$ cat config.mk
export PLATFORM = sky130hd
export DESIGN_NAME = ld64_seq
export DESIGN_NICKNAME = d
export VERILOG_FILES = /design/src/rtl/ld64_pkg.sv /design/src/rtl/ld64_decode.sv /design/src/rtl/ld64_bswap.sv /design/src/rtl/ld64_wrseq.sv /design/src/rtl/ld64_seq.sv
export SDC_FILE = /design/constraint.sdc
export NUM_CORES = 1
export LEC_CHECK = 0
export BUFFER_PORTS_ARGS = -buffer_cell sky130_fd_sc_hd__buf_2
export CAP_MARGIN = 20
export CORE_AREA = 2 2 313 315
export DETAILED_ROUTE_END_ITERATION = 6
export DIE_AREA = 0 0 315 317
export PLACE_DENSITY = 0.48
export SYNTH_ARGS = -nofsm -noshare
export SYNTH_HDL_FRONTEND = slang
export SYNTH_SLANG_ARGS = --single-unit
$ cat constraint.sdc
create_clock -name clk -period 4.1 [get_ports clk]
set_input_delay 1.23 -clock clk [delete_from_list [all_inputs] [get_ports clk]]
set_output_delay 1.23 -clock clk [all_outputs]
set_load 0.1 [all_outputs]
$ cat src/rtl/ld64_pkg.sv
package ld64_pkg;
    typedef enum logic [2:0] {
        ST_IDLE  = 3'd0,
        ST_CHECK = 3'd1,
        ST_REQ   = 3'd2,
        ST_WAIT  = 3'd3,
        ST_WRITE = 3'd4
    } ld_state_e;

    typedef enum logic [1:0] {
        FC_FEAT = 2'd0,
        FC_REG  = 2'd1,
        FC_SPAL = 2'd2,
        FC_ADDR = 2'd3
    } fault_cause_e;
endpackage

$ cat src/rtl/ld64_decode.sv
module ld64_decode
    import ld64_pkg::*;
#(
    parameter int AW         = 64,
    parameter int RIW        = 5,
    parameter int LINE_BYTES = 64,
    parameter int SP_ALIGN   = 16
) (
    input  logic           feat_en,
    input  logic [RIW-1:0] dst,
    input  logic [RIW-1:0] base,
    input  logic [AW-1:0]  sp_val,
    input  logic [AW-1:0]  gpr_val,
    output logic [AW-1:0]  eff_addr,
    output logic           tagchk,
    output logic           flt,
    output fault_cause_e   cause
);
    localparam int LINE_LSB = $clog2(LINE_BYTES);
    localparam int SP_LSB   = $clog2(SP_ALIGN);

    logic use_sp, reg_bad, sp_mis, addr_mis;

    always_comb begin
        use_sp   = (base == {RIW{1'b1}});
        reg_bad  = (dst[RIW-1:RIW-2] == 2'b11) || dst[0];
        eff_addr = use_sp ? sp_val : gpr_val;
        sp_mis   = use_sp && (|sp_val[SP_LSB-1:0]);
        addr_mis = |eff_addr[LINE_LSB-1:0];
        tagchk   = !use_sp;
        flt      = 1'b1;
        cause    = FC_ADDR;
        if (!feat_en)      cause = FC_FEAT;
        else if (reg_bad)  cause = FC_REG;
        else if (sp_mis)   cause = FC_SPAL;
        else if (addr_mis) cause = FC_ADDR;
        else               flt   = 1'b0;
    end
endmodule

$ cat src/rtl/ld64_bswap.sv
module ld64_bswap #(
    parameter int DW = 64
) (
    input  logic [DW-1:0] din,
    input  logic          rev,
    output logic [DW-1:0] dout
);
    localparam int NB = DW / 8;

    for (genvar b = 0; b < NB; b++) begin : g_lane
        assign dout[8*b +: 8] = rev ? din[8*(NB-1-b) +: 8] : din[8*b +: 8];
    end
endmodule

$ cat src/rtl/ld64_wrseq.sv
module ld64_wrseq #(
    parameter int NW = 8
) (
    input  logic                  clk,
    input  logic                  rst_n,
    input  logic                  clear,
    input  logic                  step,
    output logic [$clog2(NW)-1:0] idx,
    output logic                  last
);
    localparam int CW = $clog2(NW);
    localparam logic [CW-1:0] LAST_IDX = CW'(NW - 1);

    always_ff @(posedge clk or negedge rst_n) begin
        if (!rst_n)     idx <= '0;
        else if (clear) idx <= '0;
        else if (step)  idx <= idx + 1'b1;
    end

    assign last = (idx == LAST_IDX);
endmodule

$ cat src/rtl/ld64_seq.sv
module ld64_seq
    import ld64_pkg::*;
#(
    parameter int AW         = 64,
    parameter int DW         = 64,
    parameter int NW         = 8,
    parameter int RIW        = 5,
    parameter int LINE_BYTES = 64,
    parameter int SP_ALIGN   = 16
) (
    input  logic             clk,
    input  logic             rst_n,
    input  logic             start,
    input  logic             feat_en,
    input  logic             big_endian,
    input  logic [RIW-1:0]   dst_field,
    input  logic [RIW-1:0]   base_field,
    input  logic [AW-1:0]    sp_val,
    output logic [RIW-1:0]   rf_rd_idx,
    input  logic [AW-1:0]    rf_rd_data,
    output logic             fault,
    output logic [1:0]       fault_cause,
    output logic             mem_req_valid,
    input  logic             mem_req_ready,
    output logic [AW-1:0]    mem_req_addr,
    output logic             mem_req_tagchk,
    input  logic             mem_rsp_valid,
    input  logic [NW*DW-1:0] mem_rsp_data,
    output logic             rf_we,
    output logic [RIW-1:0]   rf_widx,
    output logic [DW-1:0]    rf_wdata,
    output logic             busy,
    output logic             done
);
    localparam int LW = NW * DW;
    localparam int CW = $clog2(NW);

    ld_state_e      state, state_nx;
    logic [RIW-1:0] dst_q, base_q;
    logic [AW-1:0]  sp_q, addr_q;
    logic           be_q, tag_q;
    logic [LW-1:0]  line_q;

    logic [AW-1:0]  dec_addr;
    logic           dec_tag, dec_flt;
    fault_cause_e   dec_cause;
    logic [CW-1:0]  wcnt;
    logic           wlast;
    logic [DW-1:0]  raw_word;

    ld64_decode #(
        .AW(AW), .RIW(RIW), .LINE_BYTES(LINE_BYTES), .SP_ALIGN(SP_ALIGN)
    ) u_dec (
        .feat_en (feat_q),
        .dst     (dst_q),
        .base    (base_q),
        .sp_val  (sp_q),
        .gpr_val (rf_rd_data),
        .eff_addr(dec_addr),
        .tagchk  (dec_tag),
        .flt     (dec_flt),
        .cause   (dec_cause)
    );

    ld64_wrseq #(.NW(NW)) u_seq (
        .clk  (clk),
        .rst_n(rst_n),
        .clear(state != ST_WRITE),
        .step (state == ST_WRITE),
        .idx  (wcnt),
        .last (wlast)
    );

    assign raw_word = line_q[wcnt*DW +: DW];

    ld64_bswap #(.DW(DW)) u_swap (
        .din (raw_word),
        .rev (be_q),
        .dout(rf_wdata)
    );

    // state register
    always_ff @(posedge clk or negedge rst_n) begin
        if (!rst_n) state <= ST_IDLE;
        else        state <= state_nx;
    end

    // transitions
    always_comb begin
        state_nx = state;
        unique case (state)
            ST_IDLE:  if (start)         state_nx = ST_CHECK;
            ST_CHECK: state_nx = dec_flt ? ST_IDLE : ST_REQ;
            ST_REQ:   if (mem_req_ready) state_nx = ST_WAIT;
            ST_WAIT:  if (mem_rsp_valid) state_nx = ST_WRITE;
            ST_WRITE: if (wlast)         state_nx = ST_IDLE;
            default:  state_nx = ST_IDLE;
        endcase
    end

    // captured operands and line
    logic feat_q;
    always_ff @(posedge clk or negedge rst_n) begin
        if (!rst_n) begin
            feat_q <= 1'b0;
            be_q   <= 1'b0;
            dst_q  <= '0;
            base_q <= '0;
            sp_q   <= '0;
            addr_q <= '0;
            tag_q  <= 1'b0;
            line_q <= '0;
        end else begin
            if (state == ST_IDLE && start) begin
                feat_q <= feat_en;
                be_q   <= big_endian;
                dst_q  <= dst_field;
                base_q <= base_field;
                sp_q   <= sp_val;
            end
            if (state == ST_CHECK) begin
                addr_q <= dec_addr;
                tag_q  <= dec_tag;
            end
            if (state == ST_WAIT && mem_rsp_valid) line_q <= mem_rsp_data;
        end
    end

    // outputs
    always_comb begin
        busy           = (state != ST_IDLE);
        rf_rd_idx      = base_q;
        fault          = (state == ST_CHECK) && dec_flt;
        fault_cause    = dec_cause;
        mem_req_valid  = (state == ST_REQ);
        mem_req_addr   = addr_q;
        mem_req_tagchk = tag_q;
        rf_we          = (state == ST_WRITE);
        rf_widx        = dst_q + RIW'(wcnt);
        done           = (state == ST_WRITE) && wlast;
    end
endmodule

Yosys cells after proc, flatten, opt, wreduce, memory -nomap -nowiden
Cells that the tools add are included.
{ "word_totals": {"register_bits": 659, "latch_bits": 0, "mem_bits_rw": 0, "mem_bits_ro": 0, "inputBits": 657, "out_inout_bits": 146, "memories": 0} }
{ "classes": {"n_addsub": 2, "mul": 0, "div_mod_pow": 0, "magnitude_cmp": 0, "n_eq_ne": 12, "shifts": 1, "mux": 24, "n_bitwise": 0, "n_reduce_logical": 13} }
{ "op_table": {"columns": ["cell", "count"], "rows": [
  ["variable part select 512 x 10 -> 64 bit", 1],
  ["two-way mux 64 bit", 1],
  ["two-way mux 8 bit", 8],
  ["two-way mux 3 bit", 6],
  ["case mux 3 bit (5 select lines)", 1],
  ["equality test 3 x 2 -> 1 bit, second input constant", 2],
  ["equality test 3 bit, second input constant", 2],
  ["two-way mux 2 bit", 3],
  ["OR reduction 6 bit", 1],
  ["adder 5 x 3 -> 5 bit", 1],
  ["equality test 5 bit, second input constant", 1],
  ["logical AND 1 bit", 5],
  ["two-way mux 1 bit", 5],
  ["!= test 2 x 1 -> 1 bit, second input constant", 2],
  ["!= test 2 bit, second input constant", 2],
  ["AND reduction 4 bit", 1],
  ["OR reduction 4 bit", 1],
  ["adder 3 x 1 -> 3 bit, second input constant", 1],
  ["equality test 3 x 1 -> 1 bit, second input constant", 1],
  ["logical NOT 3 bit", 1],
  ["!= test 3 bit, second input constant", 1],
  ["nonzero test 3 bit", 1],
  ["equality test 2 bit, second input constant", 1],
  ["nonzero test 2 bit", 1],
  ["2 further kinds", 2]
]} }

Logic depth before layout (Yosys ltp)
{ "depth": {"word_depth": 9, "mapped_depth": 6, "ltp_nobuf": 6} }

By module
A second synthesis with hierarchy kept.
{ "hier_totals": {"cells_unflattened": 1948, "area_unflattened_um2": 30784.5} }
{ "modules_own_cells": {"columns": ["mod", "instances", "cells_per_inst", "area_each_um2"], "rows": [
  ["ld64_seq", 1, 1781, 28539.9],
  ["ld64_bswap", 1, 71, 1077.3],
  ["ld64_decode", 1, 85, 1027.2],
  ["ld64_wrseq", 1, 11, 140.1]
]} }

Worst setup path after synthesis
OpenSTA, ideal clock, no wires.
{ "synth_path": {"path_type": "register -> output", "from": "register base_q[0], in the netlist rf_rd_idx[0]", "to": "output port fault", "t_arrival_ns": 3.883, "required_time_ns": 2.870, "path_slack_ns": -1.013, "stages_incl_launch_ff": 6, "path_cell_list": "dfrtp_1 > and3_1 > nand3_1 > buf_2 > mux2i_1 > a21boi_0"} }
{ "synth_via": {"elab_chain_cells": 8, "elab_cells_between_ends": 9, "classes_between": "eq/ne: 1; mux: 5; reduce/logical: 3"} }
{ "synth_lines": {"columns": ["item", "line", "source"], "rows": [
  ["from (decl)", "ld64_seq.sv:39", "logic [RIW-1:0] dst_q, base_q;"],
  ["from (signal assigned)", "ld64_seq.sv:118", "base_q <= base_field;"],
  ["equality test 5 bit (*)", "ld64_decode.sv:25", "use_sp = (base == {RIW{1'b1}});"],
  ["two-way mux 64 bit", "ld64_decode.sv:27", "eff_addr = use_sp ? sp_val : gpr_val;"],
  ["OR reduction 6 bit", "ld64_decode.sv:29", "addr_mis = |eff_addr[LINE_LSB-1:0];"],
  ["two-way mux 1 bit", "ld64_decode.sv:36", "else if (addr_mis) cause = FC_ADDR;"],
  ["two-way mux 1 bit (*)", "ld64_decode.sv:35", "else if (sp_mis) cause = FC_SPAL;"],
  ["two-way mux 1 bit (*)", "ld64_decode.sv:34", "else if (reg_bad) cause = FC_REG;"],
  ["two-way mux 1 bit (*)", "ld64_decode.sv:33", "if (!feat_en) cause = FC_FEAT;"],
  ["logical AND 1 bit (*)", "ld64_seq.sv:133", "fault = (state == ST_CHECK) && dec_flt;"],
  ["to (decl)", "ld64_seq.sv:21", "output logic fault,"]
]} }
Mark *: on every way between the ends. The rest lies on a longest branch, timed or not.

Final worst setup path
{ "layout_path": {"from": "register u_seq.idx[0]", "to": "output port rf_wdata[59]"} }
{ "layout_via": {"elab_chain_cells": 2} }
{ "layout_lines": {"columns": ["item", "line", "source"], "rows": [
  ["from (decl)", "ld64_wrseq.sv:8", "output logic [$clog2(NW)-1:0] idx,"],
  ["from (signal assigned)", "ld64_wrseq.sv:17", "else if (step) idx <= idx + 1'b1;"],
  ["variable part select 512 x 10 -> 64 bit", "ld64_seq.sv:74", "assign raw_word = line_q[wcnt*DW +: DW];"],
  ["two-way mux 8 bit", "ld64_bswap.sv:11", "assign dout[8*b +: 8] = rev ? din[8*(NB-1-b) +: 8] : din[8*b +: 8];"],
  ["to (decl)", "ld64_seq.sv:31", "output logic [DW-1:0] rf_wdata,"]
]} }
Every way passes these cells.

==> flow_metrics.py <==
metrics = {
    "synth": {
        "synth-seq-cells": 659,
        "synth_nets": 2675,
        "ys_async_sr_fraction_pct": 100,
        "yosys.area.top_type_share_pct": 55.4,
        "yosysWarnings": 0,
        "synth_area_um2": 29800,
        "seq_area_frac_synth_pct": 55.4,
        "ys.flop_type": "dfrtp_1",
        "synth-edff-count": 0,
        "syn_area_per_cell_um2": 14.8,
        "synth_top_cell_by_area": "dfrtp_1",
        "synth_area_leaders": "dfrtp_1 (55%), mux2_2 (25%), mux4_2 (9.7%), nand2_1 (2.5%), mux2i_1 (2.2%)",
        "netlist_instances": 2012,
        "ys_types": 30,
    },
    "routing": {
        "wire_per_inst_um": 24.3,
        "drc": 0,
        "ant_nets": 0,
        "drtPass1Iterations": 5,
        "vias": 20200,
        "viasPerCell": 4.79,
        "drt_wl_total_um": 103000,
        "drt_iter0_drc": 957,
    },
    "setup_path": {
        "cp_slowest_stage_delay_ps": 530,
        "cp.arrival_ps": 2810,
        "path_max_fanout": 6,
        "startpoint_type": "flip-flop",
        "crit_path_end_kind": "output port",
        "path_cells": "buf_12 > clkbuf_16 > buf_16 > mux4_2 > nand2_1 > nand2_1 > mux2_4 > buf_12",
        "crit_type": "reg2out",
        "cp_slowest_cell": "mux4_2",
        "worstPathRequired_ps": 2870,
    },
    "global_route": {
        "grtUsageTotal_pct": 20.0,
        "grt_max_degree": 95,
        "grt_remaining_overflow": 0,
        "grt_pass1_vias": 22200,
        "antenna_found_initial": 89,
        "grt_pass1_wl_um": 146000,
    },
    "die": {
        "dieArea_um2": 99900,
        "num_rows": 114,
        "placeableCoreArea_um2": 96300,
        "die_h_um": 317,
        "num_io_pins": 803,
        "start_util_pct": 30.9,
        "fp.dieW_um": 315,
    },
    "clock_tree": {
        "clock_path_buffers": 3,
        "cts_root_buffer": "clkbuf_16",
        "numCtsBuffers": 79,
        "clk_pin_slew_ps": 60,
        "clk-insertion-delay-late_ps": 650,
        "cts_tree": "done",
        "cts_sinks": 659,
        "htree_levels": 3,
    },
    "final_layout": {
        "fillCellCount": 9108,
        "layoutNonFillerInstCount": 4229,
        "design_area_um2": 39500,
        "multi_input_area_um2": 12700,
        "areaGrowthSynthToFinish_pct": 32.8,
        "regArea_um2": 16500,
        "final_util_pct": 41.0,
        "layout-drive-gt1-share_pct": 63.2,
        "nNetsFinal": 3512,
    },
    "run_status": {
        "outcome": "finished, final reports clean",
    },
    "timing": {
        "max_freq_mhz": 248,
        "tightest_slew_ps": 897,
        "period_share_pct": 98.4,
        "rsz0062_at_grt": "yes",
        "whs_ps": 499,
        "finalCriticalPeriod_ps": 4040,
        "setup_viol": 0,
        "maxSlewHeadroom_pct": 40.2,
        "maxSlewViolCount": 0,
        "report.final.hold_viol_count": 0,
        "fin_skew_ps": 24.2,
    },
    "pwr": {
        "worst_ir_drop_vdd_uv": 264,
        "p_per_area_nw_per_um2": 433,
        "power_mw": 17.1,
        "leakagePower_nw": 20.1,
    },
    "hold_path": {
        "hp-class": "reg2reg",
    },
    "placed_design": {
        "place.gp.congestion": 0.892,
        "placedCellCount": 4020,
        "postPlaceCellArea_um2": 35600,
        "io_buffers": 802,
        "post-dp-hpwl_um": 76400,
    },
    "run": {
        "cap_violations": 0,
    },
}
## cell usage in the layout, fill, tap and decap left out, drive strengths merged, types with 2 or more instances in the layout
cell type / instances
a21oi: 66
and3: 4
buf: 883
bufbuf: 2
bufinv: 2
clkbuf: 131
clkinv: 10
clkinvlp: 2
dfrtp: 659
diode: 45
ha: 5
inv: 8
mux2: 652
mux2i: 66
mux4: 128
nand2: 197
nand3: 2
nor2: 70
nor2b: 4
nor3b: 2
nor4: 2
o21ai: 3
xnor2: 3
## power breakdown
part	leakage [nW]	internal [mW]	switching [mW]
clock network	1.25	4.13	2.81
registers	8.80	6.96	0.282
logic	10.1	0.961	1.98
## routing by layer
layer  wire [µm]  global-route usage, %  share of wire [%]
met1       38200                   22.5                 37
met2       52700                   34.7                 51
met3        8120                   7.39                7.9
met4        3100                   7.11                3.0
met5         524                      0               0.51
## worst paths after layout
kind / from / endpoint / slack, ps / cells after the start
min reg2reg: line_q[268]$_DFFE_PN0P_ / line_q[268]$_DFFE_PN0P_ / 500 / 1
max in group asynchronous: rst_n / line_q[465]$_DFFE_PN0P_ / 2390 / 2
max reg2reg: rf_rd_idx[2]$_DFFE_PN0P_ / mem_req_addr[25]$_DFFE_PN0P_ / 1320 / 6
min in group asynchronous: rst_n / line_q[62]$_DFFE_PN0P_ / 540 / 1
min: line_q[268]$_DFFE_PN0P_ / line_q[268]$_DFFE_PN0P_ / 500 / 1
max: u_seq.idx[0]$_DFF_PN0_ / rf_wdata[59] / 60 / 8
## per-stage QoR
stage                     setup slack (ps)  setup TNS (ps)
after CTS                            -37.8            -383
after global routing                 -75.4            -992
after floorplan                       10.8               0
after global placement                 342               0
after detailed placement               340               0
final                                 63.7               0
## worst max-delay path: cells and delay by family (launching register included)
family        cells  cell delay [ps]
buf+inv           4              680
mux               2              820
flops             1              470
simple gates      2              180
## sequential cells by signal (all words and copies together), names as in the netlist
name            count
be_q                1
dst_q               5
feat_q              1
line_q            512
mem_req_addr       64
mem_req_tagchk      1
rf_rd_idx           5
sp_q               64
state               3
u_seq.idx           3
## timing repair
action                                 in CTS  in global routing
hold buffers                                0                  0
setup endpoints to repair                  65                 59
endpoints found under the hold margin       0                  0
gates cloned                                2                  7
gates resized for setup                   142                117
setup buffers                              13                  3
pin swaps                                   2                  7
## cell type report
class / instances / area share, %
antenna: 45 / 0.285
inverter: 7 / 0.0697
tap: 1276 / 4.04
sequential: 659 / 41.8
clock inverter: 15 / 0.377
clock buffer: 125 / 6.08
timing repair buffer: 891 / 15.2
multi-input combinational: 1211 / 32.2
## synthesized netlist by cell type, types with 4 or more instances
library cell  count
a21oi_1          66
and3_1            4
buf_1            12
buf_2            68
buf_6            21
clkbuf_1         31
dfrtp_1         659
ha_1              5
inv_1             7
mux2_2          652
mux2i_1          66
mux4_2          128
nand2_1         197
nor2_1           69
nor2b_1           4
## cells by family (layout without fill, tap and decap cells)
| family | Yosys count | count (layout) | synth area share [%] |
|---|---|---|---|
| AOI/OAI and AO/OA | 73 | 73 | 1.27 |
| xor gates and xnor gates | 3 | 3 | 0.0883 |
| adders and majority gates | 6 | 6 | 0.277 |
| buffers and inverters | 142 | 1038 | 2.64 |
| DFF | 659 | 659 | 55.4 |
| muxes | 846 | 846 | 36.6 |
| other | 0 | 45 | 0 |
| and+or+nand+nor | 283 | 283 | 3.73 |
No activity file was read; power rests on OpenSTA's default activity.
